--- config.mk ---
export PLATFORM = sky130hd
export DESIGN_NAME = flash_toggle_status
export DESIGN_NICKNAME = d
export VERILOG_FILES = /design/src/rtl/tbs_pkg.sv /design/src/rtl/tbs_sector_hit.sv /design/src/rtl/tbs_window_timer.sv /design/src/rtl/tbs_toggle_bit.sv /design/src/rtl/flash_toggle_status.sv
export SDC_FILE = /design/constraint.sdc
export NUM_CORES = 1
export LEC_CHECK = 0
export ABC_CLOCK_PERIOD_IN_PS = 1600
export BUFFER_PORTS_ARGS = -buffer_cell sky130_fd_sc_hd__buf_2
export CORE_MARGIN = 10
export CORE_UTILIZATION = 35
export CTS_CLUSTER_DIAMETER = 150
export DETAILED_ROUTE_END_ITERATION = 7
export SLEW_MARGIN = 20
export SYNTH_ARGS = -nofsm -noshare
export SYNTH_HDL_FRONTEND = slang
export SYNTH_SLANG_ARGS = --single-unit
export TNS_END_PERCENT = 5
--- constraint.sdc ---
create_clock -name clk -period 1.6 [get_ports clk]
set_input_delay 0.16 -clock clk [delete_from_list [all_inputs] [get_ports clk]]
set_output_delay 0.16 -clock clk [all_outputs]
set_load 0.005 [all_outputs]
--- src/rtl/tbs_pkg.sv ---
package tbs_pkg;
   function automatic int unsigned win_bits(input int unsigned a, input int unsigned b);
      int unsigned m;
      m = (a > b) ? a : b;
      return (m < 2) ? 1 : $clog2(m + 1);
   endfunction
endpackage

--- src/rtl/tbs_sector_hit.sv ---
module tbs_sector_hit #(
   parameter int SECT_W = 3,
   localparam int NSECT = 1 << SECT_W
) (
   input  logic [SECT_W-1:0] idx,
   input  logic [NSECT-1:0]  sel,
   output logic              hit
);
   logic [NSECT-1:0] match;
   for (genvar s = 0; s < NSECT; s++) begin : g_sect
      assign match[s] = sel[s] && (idx == SECT_W'(s));
   end
   assign hit = |match;
endmodule

--- src/rtl/tbs_window_timer.sv ---
module tbs_window_timer import tbs_pkg::*; #(
   parameter int unsigned PROG_WIN_CYC  = 100,
   parameter int unsigned ERASE_WIN_CYC = 5000,
   localparam int unsigned CW = win_bits(PROG_WIN_CYC, ERASE_WIN_CYC)
) (
   input  logic clk,
   input  logic rst_n,
   input  logic clr,
   input  logic load,
   input  logic is_erase,
   output logic busy
);
   logic [CW-1:0] cnt;

   always_ff @(posedge clk or negedge rst_n) begin
      if (!rst_n)            cnt <= '0;
      else if (clr)          cnt <= '0;
      else if (load)         cnt <= is_erase ? CW'(ERASE_WIN_CYC) : CW'(PROG_WIN_CYC);
      else if (cnt != '0)    cnt <= cnt - 1'b1;
   end

   assign busy = (cnt != '0);
endmodule

--- src/rtl/tbs_toggle_bit.sv ---
module tbs_toggle_bit (
   input  logic clk,
   input  logic rst_n,
   input  logic clr,
   input  logic adv,
   output logic q
);
   always_ff @(posedge clk or negedge rst_n) begin
      if (!rst_n)     q <= 1'b0;
      else if (clr)   q <= 1'b0;
      else if (adv)   q <= ~q;
   end
endmodule

--- src/rtl/flash_toggle_status.sv ---
module flash_toggle_status #(
   parameter int ADDR_W = 19,
   parameter int SECT_W = 3,
   parameter int unsigned PROG_WIN_CYC  = 100,
   parameter int unsigned ERASE_WIN_CYC = 5000
) (
   input  logic                     clk,
   input  logic                     rst_n,
   input  logic                     rd_strobe,
   input  logic [ADDR_W-1:0]        rd_addr,
   input  logic [(1<<SECT_W)-1:0]   sect_sel,
   input  logic                     cmd_go,
   input  logic                     cmd_erase,
   input  logic                     cmd_prot,
   input  logic                     prog_busy,
   input  logic                     erase_busy,
   input  logic                     erase_susp,
   input  logic                     pulse_ovf,
   input  logic                     rst_cmd,
   output logic                     dq6,
   output logic                     dq2,
   output logic                     dq5,
   output logic                     array_sel
);
   localparam int IDX_LSB = ADDR_W - SECT_W;

   if (SECT_W < 1 || SECT_W >= ADDR_W) begin : g_bad_sect
      $error("SECT_W must lie in 1..ADDR_W-1");
   end
   if (PROG_WIN_CYC < 1 || ERASE_WIN_CYC < 1) begin : g_bad_win
      $error("protected windows need at least one cycle");
   end

   logic              rd_q;
   logic [SECT_W-1:0] idx_q;
   logic              rd_done;
   logic              fake_busy;
   logic              dev_busy;
   logic              hit_now;
   logic              hit_rd;
   logic              dq5_q;
   logic [1:0]        tgl_adv;
   logic [1:0]        tgl_q;

   always_ff @(posedge clk or negedge rst_n) begin
      if (!rst_n) begin
         rd_q  <= 1'b0;
         idx_q <= '0;
      end else begin
         rd_q <= rd_strobe;
         if (rd_strobe) idx_q <= rd_addr[ADDR_W-1:IDX_LSB];
      end
   end

   assign rd_done = rd_q && !rd_strobe;

   tbs_window_timer #(
      .PROG_WIN_CYC (PROG_WIN_CYC),
      .ERASE_WIN_CYC(ERASE_WIN_CYC)
   ) u_win (
      .clk     (clk),
      .rst_n   (rst_n),
      .clr     (rst_cmd),
      .load    (cmd_go && cmd_prot),
      .is_erase(cmd_erase),
      .busy    (fake_busy)
   );

   tbs_sector_hit #(.SECT_W(SECT_W)) u_hit_now (
      .idx(rd_addr[ADDR_W-1:IDX_LSB]),
      .sel(sect_sel),
      .hit(hit_now)
   );

   tbs_sector_hit #(.SECT_W(SECT_W)) u_hit_rd (
      .idx(idx_q),
      .sel(sect_sel),
      .hit(hit_rd)
   );

   assign dev_busy   = prog_busy || (erase_busy && !erase_susp) || fake_busy;
   assign tgl_adv[0] = rd_done && dev_busy;
   assign tgl_adv[1] = rd_done && erase_busy && hit_rd;

   for (genvar t = 0; t < 2; t++) begin : g_tgl
      tbs_toggle_bit u_tb (
         .clk  (clk),
         .rst_n(rst_n),
         .clr  (cmd_go),
         .adv  (tgl_adv[t]),
         .q    (tgl_q[t])
      );
   end

   always_ff @(posedge clk or negedge rst_n) begin
      if (!rst_n)                                      dq5_q <= 1'b0;
      else if (rst_cmd || cmd_go)                      dq5_q <= 1'b0;
      else if (pulse_ovf && (prog_busy || erase_busy)) dq5_q <= 1'b1;
   end

   assign dq6       = tgl_q[0];
   assign dq2       = tgl_q[1];
   assign dq5       = dq5_q;
   assign array_sel = !(dev_busy || dq5_q || (erase_busy && (!erase_susp || hit_now)));
endmodule

Word-level counts from Yosys, hierarchy flattened
Cells that the tools add are included.

Logic and storage cells: 76. Bits of input ports: 38. Flip-flop bits (word level): 20. Output and inout bits: 4.

Add/subtract/negate cells: 1. Eq/ne operators: 14. Bitwise gates (word level): 2. Muxes and demuxes: 10. Reduce and logical (&&, ||, !) cells: 43.

Operator list (count): two-way mux 13 bit (4); equality test 3 bit, second input constant (8); logical AND 1 bit (24); OR reduction 8 bit (2); nonzero test 13 bit (1); subtractor 13 x 1 -> 13 bit, second input constant (1); equality test 3 x 2 -> 1 bit, second input constant (4); logical OR 1 bit (7); equality test 3 x 1 -> 1 bit, second input constant (2); zero test 3 bit (2); two-way mux 1 bit (6); nonzero test 2 bit (3); zero test 1 bit (3); nonzero test 3 bit (1); inverter 1 bit (2).

Depth between registers and ports, before layout
Depth in word-level cells: 7. Gate-level depth with buffers: 7. Gate-level depth less buffers: 6.

By module
Synthesis repeated with hierarchy kept, for this count alone.

Cell total of the unflattened synthesis: 105. Area, all modules: 1167.4 um2.

Modules (own cells, without submodules): tbs_window_timer (seq. area each 325.3 um2, cells each 75, area an instance 734.5 um2, times used 1); flash_toggle_status (seq. area each 125.1 um2, cells each 18, area an instance 230.2 um2, times used 1); tbs_sector_hit (seq. area each 0.0 um2, cells each 3, area an instance 63.8 um2, times used 2); tbs_toggle_bit (seq. area each 25.0 um2, cells each 3, area an instance 37.5 um2, times used 2).

Least setup slack after synthesis
No wires, ideal clock.

Kind: register to output. Start: register u_win.cnt[0]. End: output array_sel. Stages on the path, launching flop included: 8. Buffers on the path: 1. Required time: 1.440 ns. Slack: -0.218 ns. Arrival: 1.658 ns. Cell sequence: dfrtp_1 -> inv_1 -> ha_1 -> nor4b_2 -> nand3_2 -> buf_6 -> or3_1 -> a311oi_2.

Cells in the longest elaborated chain, start to end: 5.

Ends and longest elaborated chain: start: declaration (RTL line tbs_window_timer.sv:13) `logic [CW-1:0] cnt;`; start signal: assignment (RTL line tbs_window_timer.sv:18) `else if (load) cnt <= is_erase ? CW'(ERASE_WIN_CYC) : CW'(PROG_WIN_CYC);`; start signal: assignment (RTL line tbs_window_timer.sv:19) `else if (cnt != '0) cnt <= cnt - 1'b1;`; nonzero test 13 bit (RTL line tbs_window_timer.sv:22) `assign busy = (cnt != '0);`; logical OR 1 bit (RTL line flash_toggle_status.sv:81) `assign dev_busy = prog_busy || (erase_busy && !erase_susp) || fake_busy;`; logical OR 1 bit (2 in a row) (RTL line flash_toggle_status.sv:104) `assign array_sel = !(dev_busy || dq5_q || (erase_busy && (!erase_susp || hit_now)));`; zero test 1 bit (RTL line flash_toggle_status.sv:104); end: declaration (RTL line flash_toggle_status.sv:23) `output logic array_sel`.

No other way between the ends.

Final worst setup path
Ends and elaborated chain as after synthesis.

==> flow_summary.toml <==
[worst_setup_path]
crit_chain = "inv_2, ha_1, nor4b_4, nand3_2, or3_4, a311oi_2, buf_2"
critPathMaxStageDelay_ns = 0.42
critical_path_buf_inv_count = 2
start_kind = "flip-flop"
timing_worst_setup_path_type = "reg -> out"
cpMaxStageDelayCell = "dfrtp_1"
worstPathRequired_ns = 1.44
crit_arrival_ns = 1.94
cp_top_family = "simple AND/OR/NAND/NOR gates"
worstPathMaxFanout = 3
r2r_setup_slack_ns = -0.38
end_kind = "output port"

[sta]
final_max_slew_viol_count = 0
fin_crit_sh_pct = 131
fmax_mhz = 476
period_needed_ns = 2.10
hold_violations = 0
finClkSkew_ns = 0.00526
slew_headroom_pct = 69.6
fin_ws_ns = -0.500
rsz0062_at_grt = "yes"
tightest_slew_ns = 0.457
tns_ns = -1.47
setup_viol = 12

[floorplan]
start_util_pct = 36.7
die_x_um = 79.6
ios = 42
coreArea_sq_um = 3390
fp.dieArea_sq_um = 6330
rows = 21
die_h_um = 79.6

[layout]
num_antenna_cells = 0
final_nets = 205
final_layout_size_suffix_gt1_share_pct = 48.5
area_growth_pct = 35.6
nFillCells = 307
layout_common_cells = "25 x buf_2, 22 x buf_4, 19 x dfrtp_1, 9 x nor2_1"
final_common_cell = "buf_2"
final_area_sq_um = 1690

[synthesis]
yosys.area_share.simple_pct = 24.1
synth_area_sq_um = 1240
async_reset_ff_share_pct = 100
synth_seq_cells = 20
synth_compound_area_share_pct = 12.6
synth_cell_types = 39
synth_nets = 155
synth_xor_xnor_area_share_pct = 4.93
synthMuxAreaShare_pct = 12.5
synth_fa_ha_area_share_pct = 2.01
ys.warnings.count = 0
synth_top_area_share_pct = 40.3
syn_avg_cell_area_sq_um = 10.8
synth-seq-area-share_pct = 40.3
synth_top_family_by_area = "simple AND/OR/NAND/NOR gates"
synth_edf_count = 0
yosysTopAreaCell = "dfrtp_1"
yosys_most_used_dff = "dfrtp_1"
synthTopCellsByArea = "dfrtp_1 40%, mux4_2 5.4%, mux2_2 3.6%, nor4_4 3.4%, nor2_1 3.0%"
syn_inst = 115

[global_route]
grt_pass1_vias = 1225
grt_start_max_net_pins = 21
grt_pass1_wl_mm = 5.46
antenna_found_initial = 0
track_usage_pct = 10.6
grt_overflow = 0

[clock_network]
cts_root_buf = "clkbuf_4"
clkTransAtPathRegs_ns = 0.11
cts_buffers = 3
cts_sinks = 20
clockBufferDepth = 2
cts_tree = "built"
clkLatencyLatePin_ns = 0.30
htree_num_levels = 1

[drt]
viasPerCell = 5.15
wire_per_inst_um = 14.8
drt_first_pass_iters = 4
via_count = 1077
postRouteWirelength_mm = 3.09
drc_errors = 0
ant_nets = 0
first_iter_violations = 76

[run]
maxCapViolCount = 0

[outcome]
violations = "setup timing"
status = "finished with violations"

[place]
dpl_cell_area_sq_um = 1560
place_congestion = 0.867
io_buffers = 25
dpl.hpwl_mm = 2.47

[power]
leakagePower_nw = 0.774
ir_drop_mv = 0.653
power_mw = 2.84
power.density_nw_per_um2 = 1680

[worst_hold_path]
worst_hold_path_type = "in -> reg"
sequential cells by signal, summed over array words and instances, names as in the netlist:
signal and flops:
u_win.cnt 13, idx_q 3, g_tgl.u_tb.q 2, dq5 1, rd_q 1
repair_timing:
item,4_1_cts,5_1_grt
gates resized for setup,6,10
setup buffers,1,1
endpoints found under the hold margin,20,0
pin swaps,2,1
hold buffers,1,0
setup endpoints to repair,9,15
synthesized netlist by cell type (all sizes together), types with 2 or more instances:
master and instances:
inv 4, o31ai 3, mux2 6, buf 2, ha 2, nor2 10, nand2 6, dfrtp 20
nand2b 3, nor4 6, mux2i 2, nor3b 2, and3 2, clkbuf 2, or3 3, a21oi 7
nand3 4, xor2 3, mux4 3, xnor2 4, nor3 3, nor2b 3, a211oi 2, a31oi 2
metal layers:
| layer | up-vias | part of all wire (%) | track usage, % |
|---|---|---|---|
| met5 | - | 0 | 0 |
| met4 | 0 | 1.7 | 3.05 |
| met3 | 5 | 4.6 | 3.83 |
| met2 | 27 | 50 | 18.4 |
| met1 | 517 | 43 | 11.9 |
| li1 | 528 | - | - |
stage by stage:
step	utilization, %	worst slack [ns]	hold WS [ns]	instances
floorplan	-	-0.117	-0.136	115
global placement	46.1	-0.187	0.132	203
detailed placement	46.1	-0.228	0.141	203
CTS	48.3	-0.514	0.0302	208
global route	49.7	-0.594	0.0152	209
finish	49.7	-0.500	0.0355	209
cells by family (layout without fill, tap and decap cells):
family,count (synthesis),after routing
AO/OA/AOI/OAI,22,22
XOR/XNOR,7,7
adder cells (fa/ha/maj),2,2
buffers and inverters,8,56
flip-flops,20,20
multiplexers,11,11
AND/OR/NAND/NOR,45,45
power breakdown:
part | switching [mW] | leakage [nW] | internal, mW | total, mW
Sequential | 0.169 | 0.258 | 0.657 | 0.826
Combinational | 0.817 | 0.502 | 0.953 | 1.77
Clock | 0.153 | 0.0138 | 0.0877 | 0.241
Total | 1.14 | 0.774 | 1.70 | 2.84
area by class of cell:
class,count,area (sq um),share of cell area (%)
flip-flops and latches,20,502,29.8
inverters,4,15.0,0.891
repair buffers,49,312,18.5
multi-input cells,87,777,46.1
well taps,46,57.6,3.41
clock buffers,3,22.5,1.34
worst paths after layout:
check | start | to | depth (start not counted)
max | u_win.cnt[0] | array_sel | 7
min | rd_strobe | rd_q | 1
max reg2reg | u_win.cnt[0] | g_tgl[0].u_tb.q | 8
min reg2reg | dq5 | dq5 | 2
max in group asynchronous | rst_n | idx_q[0] | 2
min in group asynchronous | rst_n | u_win.cnt[4] | 2
Power figures use the tool's default switching activity.
